## src/rtl/sat_clip_pkg.sv

```systemverilog
package sat_clip_pkg;
    localparam int DATA_W = 32;
    localparam int BYTE_W = 8;
    localparam int HALF_W = 16;
    localparam int NUM_LANES = 2;

    typedef struct packed {
        logic [DATA_W-1:0] result;
        logic              flag;
    } clip_state_t;
endpackage

```

## src/rtl/clip_lane.sv

```systemverilog
module clip_lane #(
    parameter int DATA_W   = 32,
    parameter int NARROW_W = 8
) (
    input  logic [DATA_W-1:0] din,
    input  logic              is_signed,
    output logic [DATA_W-1:0] dout,
    output logic              clipped
);
    localparam logic [DATA_W-1:0] SMAX = {{(DATA_W-NARROW_W+1){1'b0}}, {(NARROW_W-1){1'b1}}};
    localparam logic [DATA_W-1:0] SMIN = ~SMAX;
    localparam logic [DATA_W-1:0] UMAX = {{(DATA_W-NARROW_W){1'b0}}, {NARROW_W{1'b1}}};

    logic hi_s, lo_s, hi_u;

    always_comb begin
        hi_s = $signed(din) > $signed(SMAX);
        lo_s = $signed(din) < $signed(SMIN);
        hi_u = din > UMAX;
        dout    = din;
        clipped = 1'b0;
        if (is_signed) begin
            if (hi_s) begin
                dout    = SMAX;
                clipped = 1'b1;
            end else if (lo_s) begin
                dout    = SMIN;
                clipped = 1'b1;
            end
        end else if (hi_u) begin
            dout    = UMAX;
            clipped = 1'b1;
        end
    end
endmodule

```

## src/rtl/sat_clip_unit.sv

```systemverilog
module sat_clip_unit
    import sat_clip_pkg::*;
(
    input  logic              clk,
    input  logic              rst_n,
    input  logic              op_valid,
    input  logic              op_signed,
    input  logic              op_word,
    input  logic [DATA_W-1:0] operand,
    input  logic              flag_clear,
    output logic [DATA_W-1:0] result,
    output logic              clip_flag
);
    logic [DATA_W-1:0] lane_out  [NUM_LANES];
    logic              lane_clip [NUM_LANES];

    for (genvar g = 0; g < NUM_LANES; g++) begin : g_lane
        clip_lane #(
            .DATA_W  (DATA_W),
            .NARROW_W((g == 0) ? BYTE_W : HALF_W)
        ) u_lane (
            .din      (operand),
            .is_signed(op_signed),
            .dout     (lane_out[g]),
            .clipped  (lane_clip[g])
        );
    end

    logic [DATA_W-1:0] sel_out;
    logic              sel_clip;
    clip_state_t       st_d, st_q;

    always_comb begin
        sel_out  = op_word ? lane_out[1]  : lane_out[0];
        sel_clip = op_word ? lane_clip[1] : lane_clip[0];
        st_d = st_q;
        if (flag_clear)
            st_d.flag = 1'b0;
        if (op_valid) begin
            st_d.result = sel_out;
            if (sel_clip)
                st_d.flag = 1'b1;
        end
    end

    always_ff @(posedge clk) begin
        if (!rst_n)
            st_q <= '0;
        else
            st_q <= st_d;
    end

    assign result    = st_q.result;
    assign clip_flag = st_q.flag;


    result_hold_chk: assert property (@(posedge clk) disable iff (!rst_n)
        !op_valid |=> $stable(result));


    pass_through_chk: assert property (@(posedge clk) disable iff (!rst_n)
        (op_valid && !sel_clip) |=> (result == $past(operand)));


    flag_sticky_chk: assert property (@(posedge clk) disable iff (!rst_n)
        (clip_flag && !flag_clear) |=> clip_flag);


    flag_clear_chk: assert property (@(posedge clk) disable iff (!rst_n)
        (flag_clear && !(op_valid && sel_clip)) |=> !clip_flag);


    flag_set_chk: assert property (@(posedge clk) disable iff (!rst_n)
        (op_valid && sel_clip) |=> clip_flag);
endmodule

```

## config.mk

```make
export PLATFORM = sky130hd
export DESIGN_NAME = sat_clip_unit
export DESIGN_NICKNAME = d
export VERILOG_FILES = /design/src/rtl/sat_clip_pkg.sv /design/src/rtl/clip_lane.sv /design/src/rtl/sat_clip_unit.sv
export SDC_FILE = /design/constraint.sdc
export NUM_CORES = 1
export LEC_CHECK = 0
export ABC_AREA = 1
export CAP_MARGIN = 20
export CORE_ASPECT_RATIO = 1.75
export CORE_MARGIN = 4
export CORE_UTILIZATION = 65
export DETAILED_ROUTE_END_ITERATION = 10
export DONT_BUFFER_PORTS = 1
export PLACE_DENSITY = 0.89
export SLEW_MARGIN = 5
export SYNTH_ARGS = -nofsm -noshare
export SYNTH_HDL_FRONTEND = slang
export SYNTH_SLANG_ARGS = --single-unit
```

## constraint.sdc

```tcl
create_clock -name clk -period 3 [get_ports clk]
set_input_delay 0.15 -clock clk [delete_from_list [all_inputs] [get_ports clk]]
set_output_delay 0.15 -clock clk [all_outputs]
set_load 0.02 [all_outputs]
```

Word-level counts from Yosys, hierarchy flattened

Cells that the tools add are included.

Magnitude comparators: 6
Equal/unequal tests: 0
Reductions and logical operators: 0
Add/subtract/negate cells: 0
$mul: 0
Bitwise logic cells: 0
Shift-type cells: 0
Mux-type cells: 21
Div/mod/pow operators: 0

Operators by type and width:

| operator                                                                | count |
|---|---|
| 32-bit two-way mux                                                      | 9 |
| 32-bit by 16-bit > comparator with 1-bit output (second input constant) | 2 |
| 32-bit by 8-bit > comparator with 1-bit output (second input constant)  | 2 |
| 32-bit by 16-bit < comparator with 1-bit output (second input constant) | 1 |
| 32-bit by 8-bit < comparator with 1-bit output (second input constant)  | 1 |
| 1-bit two-way mux                                                       | 12 |

Input bits: 38
Output and inout bits: 33
Bits in latches: 0
Bits in read-only memories: 0
RAM bits: 0
Memories kept: 0
Register bits after elaboration: 33
Word-level logic and storage cells: 29

Depth between registers and ports, before layout

Gate-level depths: netlist of the first run.

Depth in word-level cells: 7
Depth in mapped cells: 12
Gate-level depth less buffers: 11

Cells and area by module

A second synthesis of the first run with hierarchy kept.

Cells, all modules: 546
Area, all modules: 3160.5 um^2

By module, submodules not included:

| module                       | area each (um^2) | cells an instance | sequential area each (um^2) | instances |
|---|---|---|---|---|
| sat_clip_unit                | 1724.2           | 284               | 660.6                       | 1 |
| clip_lane (g_lane[0].u_lane) | 767.0            | 139               | 0.0                         | 1 |
| clip_lane (g_lane[1].u_lane) | 669.4            | 123               | 0.0                         | 1 |

Least setup slack after synthesis of the first run

OpenSTA, ideal clock, no wires.

Path type: input-to-reg
Start: in operand[29]
End: reg st_q (netlist bit result[30])
Slack: 1.024 ns
Data required time: 2.868 ns
Library setup time: 0.132 ns
Path buffers: 1
Stages: 11
Arrival: 1.843 ns
Path through: nand2_1 nor2_1 nand2_1 or4_1 ha_1 clkbuf_1 or2_2 nand3_1 nand2_1 nand3_1 a21oi_1

Word-level cells in the longest chain between the ends: 5
Elaborated cells on any way between the ends: 15
Those cells by class: order compare: 6; mux: 9

RTL lines:

| element                                                                                                                  | RTL line            | source |
|---|---|---|
| start: declaration                                                                                                       | sat_clip_unit.sv:9  | `input logic [DATA_W-1:0] operand,` |
| 32-bit by 8-bit < comparator with 1-bit output / 32-bit by 16-bit < comparator with 1-bit output (equally long branches) | clip_lane.sv:18     | `lo_s = $signed(din) < $signed(SMIN);` |
| 32-bit two-way mux                                                                                                       | clip_lane.sv:26     | `end else if (lo_s) begin` |
| 32-bit two-way mux                                                                                                       | clip_lane.sv:23     | `if (hi_s) begin` |
| 32-bit two-way mux                                                                                                       | clip_lane.sv:22     | `if (is_signed) begin` |
| 32-bit two-way mux *                                                                                                     | sat_clip_unit.sv:34 | `sel_out = op_word ? lane_out[1] : lane_out[0];` |
| end signal: assignment                                                                                                   | sat_clip_unit.sv:50 | `st_q <= st_d;` |
| end: declaration                                                                                                         | sat_clip_unit.sv:31 | `clip_state_t st_d, st_q;` |

Mark *: on every way between the ends. The rest lies on a longest branch, timed or not.
A chain may end at the register's enable or synchronous reset.

Worst setup path after layout of the first run

Start: in operand[29]
End: reg st_q (netlist bit result[8])

Same word-level chain as after synthesis.

==> results.json, run 1 <==
{
  "io_buffers": 0,
  "cts-root-buf": "clkbuf_8",
  "cp.required_ps": 3240,
  "die_h_um": 84.4,
  "hold_path_class": "input pin to flop",
  "relSlewSlack": 0.328,
  "synthArstFlopShare": 0,
  "max_clock_freq_mhz": 433,
  "drtIter0Drc": 100,
  "core_region_area_um2": 3180,
  "syn_to_final_growth_pct": 3.46,
  "finClkSkew_ps": 0,
  "path_clk_slew_ps": 70,
  "place_congestion": 0.902,
  "ys_ff_latch": 33,
  "vdd_drop_max_v": 0.000403,
  "synthFlopType": "dfxtp_1",
  "setup_viol": 0,
  "syn_area_um2": 2170,
  "antenna_found_initial": 0,
  "period_needed_ps": 2310,
  "cts_tree": "yes",
  "drc_errors": 0,
  "wl_mm": 5.95,
  "p_leak_nw": 0.908,
  "synthesis.nets": 401,
  "finalCritPeriodShare": 0.769,
  "cp-start-kind": "input pin",
  "clk_latency_ps": 290,
  "final_antenna_net_count": 0,
  "fillers": 311,
  "io_pins": 71,
  "ys_seq_area_frac": 0.304,
  "dp_hpwl_mm": 4.16,
  "finalNetCount": 390,
  "slew_violations": 0,
  "grt_pass1_wl_mm": 10.0,
  "cp-end-kind": "flop",
  "htreeDepth": 2,
  "maxCapViolations": 0,
  "grt_max_degree": 34,
  "layout-drive-gt1-share": 0.0710,
  "syn_inst": 362,
  "ys_types": 24,
  "wl_per_cell_um": 15.1,
  "power_per_cell_area_nw_per_um2": 451,
  "design_area_um2": 2240,
  "grt_pass1_vias": 2367,
  "fin_util": 0.707,
  "drt_pass1_iterations": 4,
  "die_x_um": 51.7,
  "tightest_slew_ps": 1010,
  "synth_common_cells": "113 x nand2_1, 52 x nand3_1, 43 x a21oi_1",
  "cts_sinks": 33,
  "ys_top_cells_by_area": "dfxtp_1 30%, nand2_1 20%, nand3_1 12%, a21oi_1 9.9%, o21ai_0 7.2%",
  "rows": 27,
  "r2r_slack_ps": 1740,
  "clockBufferDepth": 2,
  "synth.most_common_cell": "nand2_1",
  "worstPathArrival_ps": 2550,
  "final_hold_viol_count": 0,
  "num_antenna_cells": 0,
  "die-area_um2": 4360,
  "rsz0062_at_grt": "false",
  "path_class": "input pin to flop",
  "vias_per_cell": 5.98,
  "cts_made_buffers": 5,
  "finalHoldWorstSlack_ps": 10.3,
  "start_util": 0.683,
  "fin_setup_tns_ps": 0,
  "overflow": 0,
  "synth_edf_count": 0,
  "fin_total_pwr_mw": 1.01,
  "dpl_cell_area_um2": 2130,
  "yosys_warnings": 0,
  "synth.avg_cell_area_um2": 5.99,
  "yosys.area.top_type": "dfxtp_1",
  "cp_max_fo": 22,
  "synth_top_area_share": 0.304,
  "grt.total_usage": 0.295,
  "via_count": 2362,
  "status": "complete, no violations"
}
==> worst max-delay path: stages <==
cell and delay (ps):
nand2_1 50, nor2_1 120, nand2_1 90, or4_1 520, ha_1 640, o21ai_0 150
nand2_1 90, nand3b_1 80, a21oi_1 110, dlygate4sd3_1 550
==> cell families after synthesis <==
logic type	after synthesis	share of synthesized area
flops	33	0.304
compound gates	77	0.181
buf+inv	36	0.0732
simple gates	215	0.435
fa+ha+maj	1	0.00577
==> sequential cells by signal, indices dropped and copies added, names as in the netlist <==
name,flops
result,32
clip_flag,1
==> final cells by class <==
class                           instances  area, um^2  area share
Clock buffer                            5        68.8      0.0307
Clock inverter                          3        17.5     0.00780
Inverter                               13        48.8      0.0217
Multi-Input combinational cell        293        1350       0.601
Sequential cell                        33         661       0.294
Tap cell                               43        53.8      0.0240
Timing Repair Buffer                    5        45.0      0.0201
==> layout by cell type, fill, tap and decap left out, types with 3 or more instances in the layout <==
cell type        n
clkbuf_8         5
a21oi_1         43
or2_2           13
nand3b_1         6
nor2_1          24
dlygate4sd3_1    3
dfxtp_1         33
nand3_1         52
nand4_1          3
o21ai_0         31
inv_1           11
nand2_1        113
==> through the flow <==
stage | setup slack, ps | cells
after floorplan | 1020 | 362
after global placement | 633 | 384
after detailed placement | 575 | 384
after CTS | 746 | 395
after global routing | 424 | 395
final | 693 | 395
==> power by group <==
part | switching, mW | internal, mW | total, mW
Combinational | 0.0973 | 0.0629 | 0.160
Sequential | 0.0534 | 0.467 | 0.520
Clock | 0.173 | 0.160 | 0.333
==> final timing paths <==
path          startpoint         end  cells after the start
min            op_signed  result[27]                      2
max reg2reg    result[8]   result[8]                      3
max          operand[29]   result[8]                     10
min reg2reg   result[23]  result[23]                      2
==> metal layers <==
layer,global-route usage,vias up,part of all wire
met5,0,-,0
met4,0.210,0,0.042
met3,0.0888,23,0.090
met2,0.514,111,0.52
met1,0.281,1045,0.34
li1,-,1183,-
==> timing repair <==
action,4_1_cts,5_1_grt
hold endpoints to repair,16,0
gates resized for setup,0,0
setup buffers,0,0
setup endpoints to repair,0,0
hold buffers,3,0
Note: power is estimated with default switching activity, not from simulation.
==> run 2: changes to the inputs <==
Settings changed: CORE_UTILIZATION 65 to 63, PLACE_DENSITY 0.89 to 0.87.
Clock period 3 ns to 2.15 ns, I/O delays scaled along.
==> results.json, run 2 (same netlist as run 1, synthesis figures left out) <==
{
  "multi_input_area_um2": 1350,
  "tightest_slew_ps": 1020,
  "finClkSkew_ps": 0,
  "cts_repair_resize_count": 0,
  "path_class": "input pin to flop",
  "num_antenna_cells": 0,
  "start_util": 0.645,
  "clockBufferDepth": 2,
  "fin_setup_tns_ps": 0,
  "wl_per_cell_um": 15.1,
  "place_congestion": 0.919,
  "vdd_drop_max_v": 0.000556,
  "drc_errors": 0,
  "finalCritPeriodShare": 0.869,
  "fillers": 319,
  "wl_mm": 6.10,
  "antenna_found_initial": 0,
  "clk_latency_ps": 280,
  "htreeDepth": 2,
  "die_h_um": 85.6,
  "setup_ws_ps": 281,
  "cp-start-kind": "input pin",
  "power_per_cell_area_nw_per_um2": 634,
  "via_count": 2422,
  "status": "complete, no violations",
  "io_buffers": 0,
  "rsz0062_at_grt": "false",
  "path_clk_slew_ps": 70,
  "regArea_um2": 661,
  "drt_pass1_iterations": 4,
  "cp-end-kind": "flop",
  "fin_util": 0.693,
  "relSlewSlack": 0.323,
  "p_leak_nw": 0.953,
  "rows": 28,
  "grt_pass1_vias": 2418,
  "finalNetCount": 398,
  "r2r_slack_ps": 1350,
  "layout_common_cells": "113 x nand2_1, 52 x nand3_1, 43 x a21oi_1",
  "hold_path_class": "input pin to flop",
  "final_antenna_net_count": 0,
  "largest_register_ffs": 32,
  "dp_hpwl_mm": 4.35,
  "crit_path_end": "result[15]",
  "pre_cts_ws_ps": 28.4,
  "cts_tree": "yes",
  "worstPathArrival_ps": 2080,
  "r2r-start": "result[7]",
  "layout-drive-gt1-share": 0.0806,
  "max_clock_freq_mhz": 535,
  "cp.required_ps": 2360,
  "die_x_um": 52.4,
  "core_region_area_um2": 3360,
  "cts-root-buf": "clkbuf_8",
  "design_area_um2": 2330,
  "cp-startpoint": "operand[29]",
  "slew_violations": 0,
  "vias_per_cell": 5.98,
  "r2r_cells": 2,
  "io_pins": 71,
  "timing.rr.end": "result[7]",
  "drtIter0Drc": 78,
  "cts_made_buffers": 5,
  "dpl_cell_area_um2": 2160,
  "fin_total_pwr_mw": 1.48,
  "overflow": 0,
  "syn_to_final_growth_pct": 7.50,
  "cp_max_fo": 16,
  "setup_viol": 0,
  "period_needed_ps": 1870,
  "die-area_um2": 4480,
  "maxCapViolations": 0,
  "grt.total_usage": 0.287,
  "final_hold_viol_count": 0,
  "grt_pass1_wl_mm": 10.2,
  "layout_commonest_cell": "nand2_1",
  "cts_sinks": 33,
  "grt_max_degree": 23
}
run 2: layer usage:
layer | up-vias | wire, um | GRT usage
met1 | 1082 | 2060 | 0.268
met5 | - | 0 | 0
li1 | 1197 | - | -
met3 | 27 | 529 | 0.0922
met2 | 116 | 3260 | 0.520
met4 | 0 | 251 | 0.160
run 2: worst min-delay path by stage:
| stage | from | end | slack [ps] | cells after the start |
|---|---|---|---|---|
| finish | op_valid | result[26] | 5 | 2 |
| global route | op_valid | result[26] | 20 | 2 |
| CTS | op_valid | result[26] | 0.7 | 2 |
| detailed placement | op_valid | result[10] | 210 | 1 |
| global placement | op_valid | result[9] | 210 | 1 |
| floorplan | rst_n | result[7] | 250 | 2 |
run 2: power breakdown:
group	leakage [nW]	switching (mW)	internal, mW	total [mW]
combinational	0.626	0.149	0.0960	0.245
sequential	0.273	0.0740	0.652	0.726
clock	0.0542	0.218	0.289	0.507
run 2: cell type report:
class / count / share of cell area
flip-flops and latches: 33 / 0.283
clock buffers: 7 / 0.0413
multi-input cells: 293 / 0.579
inverters: 13 / 0.0209
repair buffers: 13 / 0.0494
well taps: 45 / 0.0241
clock inverters: 1 / 0.00215
run 2: timing repair:
item                                   4_1_cts  5_1_grt
buffers inserted                             0        0
hold buffers                                 6        1
endpoints found under the hold margin       30        1
run 2: critical path, cell delays in order:
cell and delay, ps:
nand2_1 30, nor2_1 90, nand2_1 90, or4_1 530, ha_1 520, inv_1 160, a21oi_1 170, nand2_1 70
nand2_1 80, nand3_1 70, a21oi_1 140
run 2: metrics by stage:
stage | hold slack [ps] | cells
2_1_floorplan | 246 | 362
3_3_place_gp | 207 | 390
3_5_place_dp | 210 | 390
4_1_cts | 0.684 | 404
5_1_grt | 21.1 | 405
6_report | 5.23 | 405
==> run 3: changes to the inputs <==
Settings changed: CORE_UTILIZATION 63 to 65, PLACE_DENSITY 0.87 to 0.89.
Clock period 2.15 ns to 2.35 ns, I/O delays scaled along.
==> results.json, run 3 (same netlist as run 1, synthesis figures left out) <==
{
  "cts_sinks": 33,
  "vdd_drop_max_v": 0.000417,
  "wl_mm": 6.27,
  "die_x_um": 51.7,
  "max_stage_delay_ps": 590,
  "dp_hpwl_mm": 4.28,
  "htreeDepth": 2,
  "hold_depth": 2,
  "p_leak_nw": 0.932,
  "core_region_area_um2": 3180,
  "grt.total_usage": 0.301,
  "relSlewSlack": 0.299,
  "io_buffers": 0,
  "dp.cells": 386,
  "antenna_found_initial": 0,
  "worstPathArrival_ps": 2320,
  "cts_tree": "yes",
  "place_congestion": 0.928,
  "cp_slowest_cell": "or4_1",
  "num_antenna_cells": 0,
  "finalCritPeriodShare": 0.915,
  "fillers": 308,
  "period_needed_ps": 2150,
  "final_hold_viol_count": 0,
  "overflow": 0,
  "cp-start-kind": "input pin",
  "cp_num_buf_inv": 2,
  "grt_max_degree": 27,
  "whs_endpoint": "result[23]",
  "io_pins": 71,
  "die_h_um": 84.4,
  "layout_commonest_cell": "nand2_1",
  "path_clk_slew_ps": 60,
  "hold_path_class": "input pin to flop",
  "drtIter0Drc": 108,
  "max_clock_freq_mhz": 465,
  "setup_viol": 0,
  "vias_per_cell": 6.13,
  "status": "complete, no violations",
  "layout_common_cells": "113 x nand2_1, 52 x nand3_1, 43 x a21oi_1",
  "cp_cell_sequence": "nand2_1 -> nor2_1 -> nand2_1 -> or4_1 -> ha_4 -> buf_4 -> o21ai_1 -> nand2_1 -> nand3b_1 -> a21oi_1 -> dlygate4sd3_1",
  "maxCapViolations": 0,
  "design_area_um2": 2300,
  "grt_pass1_wl_mm": 10.3,
  "drt_pass1_iterations": 4,
  "cp_max_fo": 16,
  "power_per_cell_area_nw_per_um2": 570,
  "clockBufferDepth": 2,
  "clk_latency_ps": 280,
  "cts-root-buf": "clkbuf_8",
  "pre_cts_ws_ps": 87.4,
  "crit_family": "simple AND/OR/NAND/NOR gates",
  "final_antenna_net_count": 0,
  "r2r-start": "result[10]",
  "rows": 27,
  "slew_violations": 0,
  "fin_setup_tns_ps": 0,
  "worstHoldStart": "op_signed",
  "cp-end-kind": "flop",
  "largest_register_ffs": 32,
  "path_class": "input pin to flop",
  "setup_ws_ps": 200,
  "cp_common_cell": "nand2_1",
  "dpl_cell_area_um2": 2140,
  "via_count": 2446,
  "rsz0062_at_grt": "false",
  "cts_made_buffers": 5,
  "timing.rr.end": "result[10]",
  "syn_to_final_growth_pct": 6.11,
  "grt_pass1_vias": 2292,
  "start_util": 0.683,
  "cp.required_ps": 2520,
  "finalNetCount": 395,
  "layout.cells.non_filler": 399,
  "drc_errors": 0,
  "wl_per_cell_um": 15.7,
  "r2r_slack_ps": 1080,
  "layout-drive-gt1-share": 0.0730,
  "tightest_slew_ps": 1050,
  "r2r_cells": 3,
  "fin_util": 0.725,
  "die-area_um2": 4360,
  "finClkSkew_ps": 0
}
## run 3: power breakdown
part	switching [mW]	internal [mW]	leakage, nW
combinational	0.134	0.0873	0.615
sequential	0.0682	0.597	0.273
clock	0.195	0.232	0.0443
## run 3: routing by layer
layer	part of all wire	routed length, um	GRT usage	vias to the layer above
met5	0	0	0	-
met2	0.54	3360	0.536	118
met4	0.048	303	0.165	0
li1	-	-	-	1189
met1	0.33	2090	0.309	1108
met3	0.083	518	0.0728	31
## run 3: what timing repair did
item                       in CTS  in global routing
buffers inserted                0                  0
resized for setup               0                  3
hold endpoints to repair       24                  0
setup endpoints to repair       0                  1
hold buffers                    6                  0
## run 3: worst register-to-register path, stage by stage (launching register included)
cell	delay [ps]
dfxtp_1	380
o21ai_0	160
a21oi_1	50
dlygate4sd3_1	570
## run 3: final cells by class
class                           count  area (um^2)  share of cell area
Clock buffer                        7         86.3              0.0375
Inverter                           13         48.8              0.0212
Multi-Input combinational cell    293         1360               0.592
Sequential cell                    33          661               0.287
Tap cell                           43         53.8              0.0234
Timing Repair Buffer               10         90.1              0.0391
## run 3: worst max-delay path by stage
stage	start	to	slack (ps)	cells past startpoint
final	operand[29]	result[10]	200	11
after global routing	operand[29]	result[10]	40	11
after detailed placement	operand[29]	result[15]	90	11
after global placement	operand[29]	result[15]	180	11
after CTS	operand[29]	result[10]	20	11
after floorplan	operand[29]	result[30]	410	11
## run 3: through the flow
stage	power [mW]	hold WS, ps
global route	1.37	14.4
detailed placement	0.875	218
global placement	0.870	216
finish	1.31	1.89
floorplan	0.854	256
CTS	1.32	0.835
